$ cat src/rtl/pwm_prescaler_pkg.sv
package pwm_prescaler_pkg;

  typedef enum logic [1:0] {
    SRC_ALWAYS  = 2'd0,
    SRC_LEVEL   = 2'd1,
    SRC_RISE    = 2'd2,
    SRC_FALL    = 2'd3
  } evt_src_e;

endpackage

$ cat src/rtl/pin_synchroniser.sv
module pin_synchroniser #(
  parameter int STAGES = 2
) (
  input  logic clk,
  input  logic rst_n,
  input  logic raw,
  output logic level,
  output logic level_prev
);

  logic [STAGES-1:0] chain;
  logic              prev_q;

  generate
    if (STAGES < 2) begin : g_bad_depth
      initial $error("pin_synchroniser needs at least two stages");
    end
  endgenerate

  always_ff @(posedge clk) begin
    if (!rst_n) begin
      chain  <= '0;
      prev_q <= 1'b0;
    end else begin
      chain  <= {chain[STAGES-2:0], raw};
      prev_q <= chain[STAGES-1];
    end
  end

  assign level      = chain[STAGES-1];
  assign level_prev = prev_q;

endmodule

$ cat src/rtl/event_qualifier.sv
module event_qualifier
  import pwm_prescaler_pkg::*;
(
  input  logic     enable,
  input  evt_src_e src,
  input  logic     level,
  input  logic     level_prev,
  output logic     evt
);

  logic qual;

  always_comb begin
    case (src)
      SRC_ALWAYS: qual = 1'b1;
      SRC_LEVEL:  qual = level;
      SRC_RISE:   qual = level & ~level_prev;
      SRC_FALL:   qual = ~level & level_prev;
      default:    qual = 1'b0;
    endcase
  end

  assign evt = enable & qual;

endmodule

$ cat src/rtl/frac_accumulator.sv
module frac_accumulator #(
  parameter int INT_W  = 8,
  parameter int FRAC_W = 4
) (
  input  logic              clk,
  input  logic              rst_n,
  input  logic              evt,
  input  logic [INT_W-1:0]  div_int,
  input  logic [FRAC_W-1:0] div_frac,
  output logic              tick
);

  localparam int DIV_W = INT_W + FRAC_W;
  localparam int ACC_W = DIV_W + 1;
  localparam logic [ACC_W-1:0] ONE_STEP = ACC_W'(1) << FRAC_W;

  logic [ACC_W-1:0] acc_q;
  logic [ACC_W-1:0] div_eff;
  logic [ACC_W-1:0] sum;
  logic             reach;

  always_comb begin
    if (div_int == '0) div_eff = ONE_STEP;
    else               div_eff = {1'b0, div_int, div_frac};
  end

  assign sum   = acc_q + ONE_STEP;
  assign reach = (sum >= div_eff);

  always_ff @(posedge clk) begin
    if (!rst_n) begin
      acc_q <= '0;
      tick  <= 1'b0;
    end else begin
      tick <= evt & reach;
      if (evt) acc_q <= reach ? (sum - div_eff) : sum;
    end
  end

endmodule

$ cat src/rtl/pwm_event_prescaler.sv
module pwm_event_prescaler
  import pwm_prescaler_pkg::*;
#(
  parameter int INT_W       = 8,
  parameter int FRAC_W      = 4,
  parameter int SYNC_STAGES = 2
) (
  input  logic              clk,
  input  logic              rst_n,
  input  logic              enable,
  input  logic [1:0]        mode,
  input  logic [INT_W-1:0]  div_int,
  input  logic [FRAC_W-1:0] div_frac,
  input  logic              pin_in,
  output logic              tick
);

  logic pin_sync;
  logic pin_prev;
  logic evt;

  pin_synchroniser #(.STAGES(SYNC_STAGES)) u_sync (
    .clk        (clk),
    .rst_n      (rst_n),
    .raw        (pin_in),
    .level      (pin_sync),
    .level_prev (pin_prev)
  );

  event_qualifier u_qual (
    .enable     (enable),
    .src        (evt_src_e'(mode)),
    .level      (pin_sync),
    .level_prev (pin_prev),
    .evt        (evt)
  );

  frac_accumulator #(.INT_W(INT_W), .FRAC_W(FRAC_W)) u_acc (
    .clk      (clk),
    .rst_n    (rst_n),
    .evt      (evt),
    .div_int  (div_int),
    .div_frac (div_frac),
    .tick     (tick)
  );

endmodule

$ cat config.mk
export PLATFORM = sky130hd
export DESIGN_NAME = pwm_event_prescaler
export DESIGN_NICKNAME = d
export VERILOG_FILES = /design/src/rtl/pwm_prescaler_pkg.sv /design/src/rtl/pin_synchroniser.sv /design/src/rtl/event_qualifier.sv /design/src/rtl/frac_accumulator.sv /design/src/rtl/pwm_event_prescaler.sv
export SDC_FILE = /design/constraint.sdc
export NUM_CORES = 1
export LEC_CHECK = 0
export ABC_CLOCK_PERIOD_IN_PS = 4900
export BUFFER_PORTS_ARGS = -buffer_cell sky130_fd_sc_hd__buf_2
export CAP_MARGIN = 0
export CORE_MARGIN = 3
export CORE_UTILIZATION = 40
export CTS_CLUSTER_SIZE = 20
export DETAILED_ROUTE_END_ITERATION = 16
export PLACE_DENSITY = 0.62
export REMOVE_ABC_BUFFERS = 1
export SETUP_SLACK_MARGIN = 0.3
export SYNTH_ARGS = -nofsm -noshare
export SYNTH_HDL_FRONTEND = slang
export SYNTH_HIERARCHICAL = 1
export SYNTH_SLANG_ARGS = --single-unit
$ cat constraint.sdc
create_clock -name clk -period 4.9 [get_ports clk]
set_input_delay 0.98 -clock clk [delete_from_list [all_inputs] [get_ports clk]]
set_output_delay 0.98 -clock clk [all_outputs]
set_load 0.01 [all_outputs]
Word level (Yosys, flattened, before mapping)
Index checks and enable logic that the tools add are counted.
{"block": "classes", "bitwise_logic": 6, "mux": 3, "magnitude_cmp": 1, "reduce_logical": 2, "n_addsub": 2, "eq_ne": 3}
{"operator": "adder 13 x 5 -> 13 bit (second input constant)", "n": 1}
{"operator": ">= comparator 13 x 12 -> 1 bit", "n": 1}
{"operator": "two-way mux 13 bit", "n": 1}
{"operator": "subtractor 13 x 12 -> 13 bit", "n": 1}
{"operator": "two-way mux 12 bit", "n": 1}
{"operator": "zero test 8 bit", "n": 1}
{"operator": "AND 1 bit", "n": 4}
{"operator": "equality test 2 bit (second input constant)", "n": 2}
{"operator": "case mux 1 bit (4 select lines)", "n": 1}
{"operator": "equality test 2 x 1 -> 1 bit (second input constant)", "n": 1}
{"operator": "zero test 2 bit", "n": 1}
{"operator": "NOT 1 bit", "n": 2}
{"block": "word_totals", "inputBits": 18, "out_inout_bits": 1, "ff_bits": 17}

Depth between registers and ports, before layout
{"block": "logic_depth", "word_depth": 5, "depth_mapped": 13, "ltp_nobuf": 13}

Hierarchy
Netlist, hierarchy kept.
{"mod": "frac_accumulator", "area_per_inst_um2": 1431.4, "cells_each": 183, "instances": 1}
{"mod": "pin_synchroniser", "area_per_inst_um2": 78.8, "cells_each": 6, "instances": 1}
{"mod": "event_qualifier", "area_per_inst_um2": 40.0, "cells_each": 5, "instances": 1}

Worst setup path before layout
OpenSTA, ideal clock, no wires.
{"block": "synth_timing", "kind": "input -> register", "start": "input port div_int[0]", "end": "register u_acc.acc_q[0]", "path_stages": 11, "setup_slack_ps": 1572, "setup_time_ps": 116, "arrival_time_ps": 3212, "path_cell_list": "nor4_1 -> nand2_1 -> nand2_1 -> ha_1 -> nor2b_1 -> o2111ai_1 -> a211oi_1 -> o31a_4 -> and2_1 -> buf_6 -> o211a_1"}
{"block": "synth_between", "elab_chain_len": 4, "elab_cells_between_ends": 5}
{"element": "start, declared", "line_no": "pwm_event_prescaler.sv:12", "text": "input logic [INT_W-1:0] div_int,"}
{"element": "zero test 8 bit", "line_no": "frac_accumulator.sv:23", "text": "if (div_int == '0) div_eff = ONE_STEP;"}
{"element": "two-way mux 12 bit (*)", "line_no": "frac_accumulator.sv:23"}
{"element": "subtractor 13 x 12 -> 13 bit or >= comparator 13 x 12 -> 1 bit (tied branches)", "line_no": "frac_accumulator.sv:36, frac_accumulator.sv:28"}
{"element": "two-way mux 13 bit (*)", "line_no": "frac_accumulator.sv:36", "text": "if (evt) acc_q <= reach ? (sum - div_eff) : sum;"}
{"element": "end signal, assigned", "line_no": "frac_accumulator.sv:36"}
{"element": "end, declared", "line_no": "frac_accumulator.sv:17", "text": "logic [ACC_W-1:0] acc_q;"}
Mark *: on every way between the ends. The rest lies on a longest branch, timed or not.
A chain may end at the register's enable or synchronous reset.

Worst setup path after layout
{"block": "layout_timing", "start": "input port div_int[4]", "end": "register u_acc.acc_q[3]"}
Same word-level chain as after synthesis.

==> impl_metrics.prom <==
# TYPE chip_impl_metric gauge
chip_impl_metric{name="crit_fanout",unit=""} 16
chip_impl_metric{name="layout-drive-gt1-share",unit=""} 0.133
chip_impl_metric{name="num_vias",unit=""} 1384
chip_impl_metric{name="power_density",unit="mW/mm2"} 197
chip_impl_metric{name="std_cell_rows",unit=""} 21
chip_impl_metric{name="post-route-period-util",unit=""} 0.747
chip_impl_metric{name="synth.lib_cells_used.distinct",unit=""} 46
chip_impl_metric{name="average_cell_area_after_synthesis",unit="um2"} 7.99
chip_impl_metric{name="ys_seq_area_frac",unit=""} 0.220
chip_impl_metric{name="tightestPinTransition",unit="ns"} 0.508
chip_impl_metric{name="dp_slack",unit="ns"} 0.927
chip_impl_info{name="setup.worst_path.class",value="in -> reg"} 1
chip_impl_metric{name="drt_wl_total",unit="mm"} 3.32
chip_impl_metric{name="finalSetupViolations",unit=""} 0
chip_impl_info{name="timing.critical_path.cells",value="buf_2 > nor4_1 > nand2_1 > and2_1 > ha_1 > nor2b_1 > o2111ai_1 > a211oi_1 > o31a_4 > and2_1 > mux2i_1 > nor2b_1"} 1
chip_impl_metric{name="synthesis.instances",unit=""} 194
chip_impl_metric{name="hold-path-cell-count",unit=""} 1
chip_impl_info{name="worst_setup_path_end_kind",value="register"} 1
chip_impl_metric{name="fillers",unit=""} 378
chip_impl_metric{name="detail_route.first_pass.iterations",unit=""} 4
chip_impl_metric{name="required",unit="ns"} 5.05
chip_impl_metric{name="synthesis.area",unit="mm2"} 0.00155
chip_impl_metric{name="fp.dieArea",unit="mm2"} 0.00466
chip_impl_metric{name="clk_pin_slew_worst_paths",unit="ns"} 0.07
chip_impl_info{name="synth_top_family_by_area",value="simple AND/OR/NAND/NOR gates"} 1
chip_impl_metric{name="clock-skew-final",unit="ns"} 0.00790
chip_impl_metric{name="initial_cell_density_of_the_core",unit=""} 0.440
chip_impl_metric{name="number_of_global_route_vias_before_repair",unit=""} 1292
chip_impl_metric{name="ant_nets",unit=""} 0
chip_impl_metric{name="antenna_found_initial",unit=""} 0
chip_impl_info{name="critical-path-slowest-cell",value="nor4_1"} 1
chip_impl_info{name="critical_path.startpoint",value="div_int[4]"} 1
chip_impl_metric{name="yosys_register_bits",unit=""} 17
chip_impl_metric{name="cts_made_buffers",unit=""} 3
chip_impl_metric{name="num_antenna_cells",unit=""} 0
chip_impl_metric{name="global_route.usage.total",unit=""} 0.164
chip_impl_metric{name="htree_levels",unit=""} 1
chip_impl_metric{name="clock_path_buffers",unit=""} 2
chip_impl_metric{name="total_negative_setup_slacks",unit="ns"} 0
chip_impl_metric{name="pin_count_of_the_biggest_net_entering_global_routing",unit=""} 24
chip_impl_metric{name="pin_count",unit=""} 19
chip_impl_metric{name="gp_congestion",unit=""} 0.858
chip_impl_info{name="timing.critical_path.from_type",value="primary input"} 1
chip_impl_metric{name="portBuffers",unit=""} 18
chip_impl_metric{name="area_delta_synth_final",unit="%"} 10.4
chip_impl_metric{name="dp_hpwl",unit="mm"} 2.66
chip_impl_metric{name="grt_remaining_overflow",unit=""} 0
chip_impl_metric{name="routedWlPerCell",unit="um"} 12.9
chip_impl_metric{name="post_synth_fa_ha_maj_area_fraction",unit=""} 0.118
chip_impl_metric{name="number_of_hold_buffers_added_after_cts",unit=""} 0
chip_impl_metric{name="postcts_setup_bufs",unit=""} 0
chip_impl_metric{name="routed_via_density",unit=""} 5.39
chip_impl_info{name="critical-path-top-delay-family",value="simple AND/OR/NAND/NOR gates"} 1
chip_impl_metric{name="ir_worst_vdd",unit="mV"} 0.0929
chip_impl_metric{name="insertion_delay",unit="ns"} 0.26
chip_impl_metric{name="yosys.area_share.xor_xnor",unit=""} 0.0791
chip_impl_metric{name="async_flop_share",unit=""} 0
chip_impl_metric{name="synth_warnings",unit=""} 6
chip_impl_info{name="hold_class",value="reg -> reg"} 1
chip_impl_metric{name="crit_cells",unit=""} 12
chip_impl_metric{name="timing.final.ws_setup",unit="ns"} 1.24
chip_impl_info{name="cts_root_buffer",value="clkbuf_8"} 1
chip_impl_info{name="status",value="finished, final reports clean"} 1
chip_impl_metric{name="drc",unit=""} 0
chip_impl_metric{name="cp.buffers_inverters",unit=""} 1
chip_impl_metric{name="arrival",unit="ns"} 3.81
chip_impl_metric{name="slew_violations",unit=""} 0
chip_impl_metric{name="design.final.nets",unit=""} 244
chip_impl_metric{name="die_h",unit="um"} 68.3
chip_impl_metric{name="critical_path.max_stage_delay",unit="ns"} 0.43
chip_impl_metric{name="drt_first_iter_violations",unit=""} 78
chip_impl_metric{name="cellLeakagePower",unit="nW"} 0.783
chip_impl_info{name="regToRegStartpoint",value="u_acc/acc_q[5]"} 1
chip_impl_metric{name="maxCapViolations",unit=""} 0
chip_impl_metric{name="post_synth_and_or_nand_nor_area_fraction",unit=""} 0.262
chip_impl_metric{name="core_region_area",unit="mm2"} 0.00352
chip_impl_metric{name="relSlewSlack",unit=""} 0.661
chip_impl_metric{name="grt_pass1_wl",unit="mm"} 5.77
chip_impl_info{name="rsz0062_at_grt",value="no"} 1
chip_impl_metric{name="chipWidth",unit="um"} 68.3
chip_impl_metric{name="final_critical_delay_including_setup_and_external_delays",unit="ns"} 3.66
chip_impl_metric{name="synth_edf_count",unit=""} 0
chip_impl_metric{name="synth-compound-area-share",unit=""} 0.244
chip_impl_metric{name="r2r.worst_path.cells",unit=""} 12
chip_impl_info{name="synth-main-ff-cell",value="dfxtp_1"} 1
chip_impl_metric{name="finalHoldViolCount",unit=""} 0
chip_impl_metric{name="fraction_of_synthesized_area_in_multiplexers",unit=""} 0.0258
chip_impl_metric{name="post_cts.resized_instances",unit=""} 0
chip_impl_info{name="hold_path_startpoint",value="u_sync/chain[0]"} 1
chip_impl_metric{name="cts_sink_cnt",unit=""} 17
chip_impl_metric{name="max_freq",unit="GHz"} 0.273
chip_impl_info{name="cts_tree",value="done"} 1
## placed cells by master (no fill, tap or decap), drive strengths merged, types with 2 or more instances in the layout
| cell | Yosys | layout |
|---|---|---|
| o21a | 4 | 4 |
| xor2 | 3 | 3 |
| a21oi | 15 | 15 |
| nand2 | 15 | 15 |
| o31a | 2 | 2 |
| ha | 13 | 13 |
| and2 | 6 | 6 |
| dfxtp | 17 | 17 |
| a211oi | 2 | 2 |
| nor4 | 3 | 3 |
| o211ai | 4 | 4 |
| nand3 | 16 | 16 |
| mux2i | 4 | 4 |
| xnor2 | 11 | 11 |
| nor2b | 8 | 8 |
| and2b | 2 | 2 |
| a21o | 5 | 5 |
| o21ai | 11 | 11 |
| o2111ai | 2 | 2 |
| or3 | 4 | 4 |
| clkbuf | 2 | 3 |
| and3 | 4 | 4 |
| inv | 12 | 12 |
| nor2 | 9 | 9 |
| o211a | 3 | 3 |
| buf | 3 | 18 |
## synth_stat cells (all sizes together) (5+ instances only)
cell,number,share of area
and2,6,0.024
a21o,5,0.024
ha,13,0.10
inv,12,0.029
nor2b,8,0.037
nand2,15,0.036
o21ai,11,0.036
dfxtp,17,0.22
nand3,16,0.052
a21oi,15,0.051
xnor2,11,0.062
nor2,9,0.022
## flip-flops by register name (all words and copies together) (netlist names)
signal,flops
u_sync/level_prev,1
u_acc/acc_q,13
u_acc/tick,1
u_sync/chain,2
## power by group
part	internal (mW)	leakage (nW)	switching, mW
clock	0.0573	0.0217	0.0511
combinational	0.0375	0.624	0.0467
sequential	0.142	0.138	0.00359
## cells by family (layout without fill, tap and decap cells)
logic type,after synthesis,in the layout
xor+xnor,14,14
flops,17,17
compound gates,54,54
simple gates,74,74
fa+ha+maj,14,14
buf+inv,17,34
mux,4,4
## worst reg2reg max path, stage by stage (launching register included)
cell and delay [ns]:
dfxtp_1 0.39, ha_1 0.28, and4_1 0.27, nand2_1 0.08, xnor2_1 0.24, ha_1 0.33
a21o_1 0.21, a21oi_2 0.22, o211ai_2 0.13, o31a_4 0.38, and2_1 0.28, mux2i_1 0.19
nor2b_1 0.06
## final cells by class
class | count | area, um2 | area share
Multi-Input combinational cell | 160 | 1130 | 0.660
Sequential cell | 17 | 340 | 0.199
Timing Repair Buffer | 18 | 90.1 | 0.0526
Tap cell | 46 | 57.6 | 0.0336
Inverter | 12 | 45.0 | 0.0263
Clock buffer | 3 | 41.3 | 0.0241
Clock inverter | 1 | 7.51 | 0.00439
## worst paths after layout
check	end	slack, ns
setup / recovery	u_acc/acc_q[3]	1.24
hold reg to reg	u_sync/chain[1]	0.44
setup reg to reg	u_acc/acc_q[3]	1.72
hold / removal	u_sync/chain[1]	0.44
## routing by layer
layer / GRT usage / vias up / wire (um)
li1: - / 738 / -
met1: 0.255 / 624 / 1890
met2: 0.227 / 22 / 1340
met3: 0.00985 / 0 / 83
met4: 0.0670 / 0 / 0
met5: 0 / - / 0
## per-stage QoR
step / power [mW] / instance area [um2] / std cells / hold WS [ns] / util
floorplan: 0.208 / 1520 / 189 / 0.412 / -
finish: 0.338 / 1710 / 257 / 0.435 / 0.486
global route: 0.363 / 1710 / 257 / 0.478 / 0.486
CTS: 0.343 / 1710 / 257 / 0.443 / 0.486
global placement: 0.233 / 1660 / 253 / 0.423 / 0.472
detailed placement: 0.232 / 1660 / 253 / 0.425 / 0.472
Power figures use the tool's default switching activity.
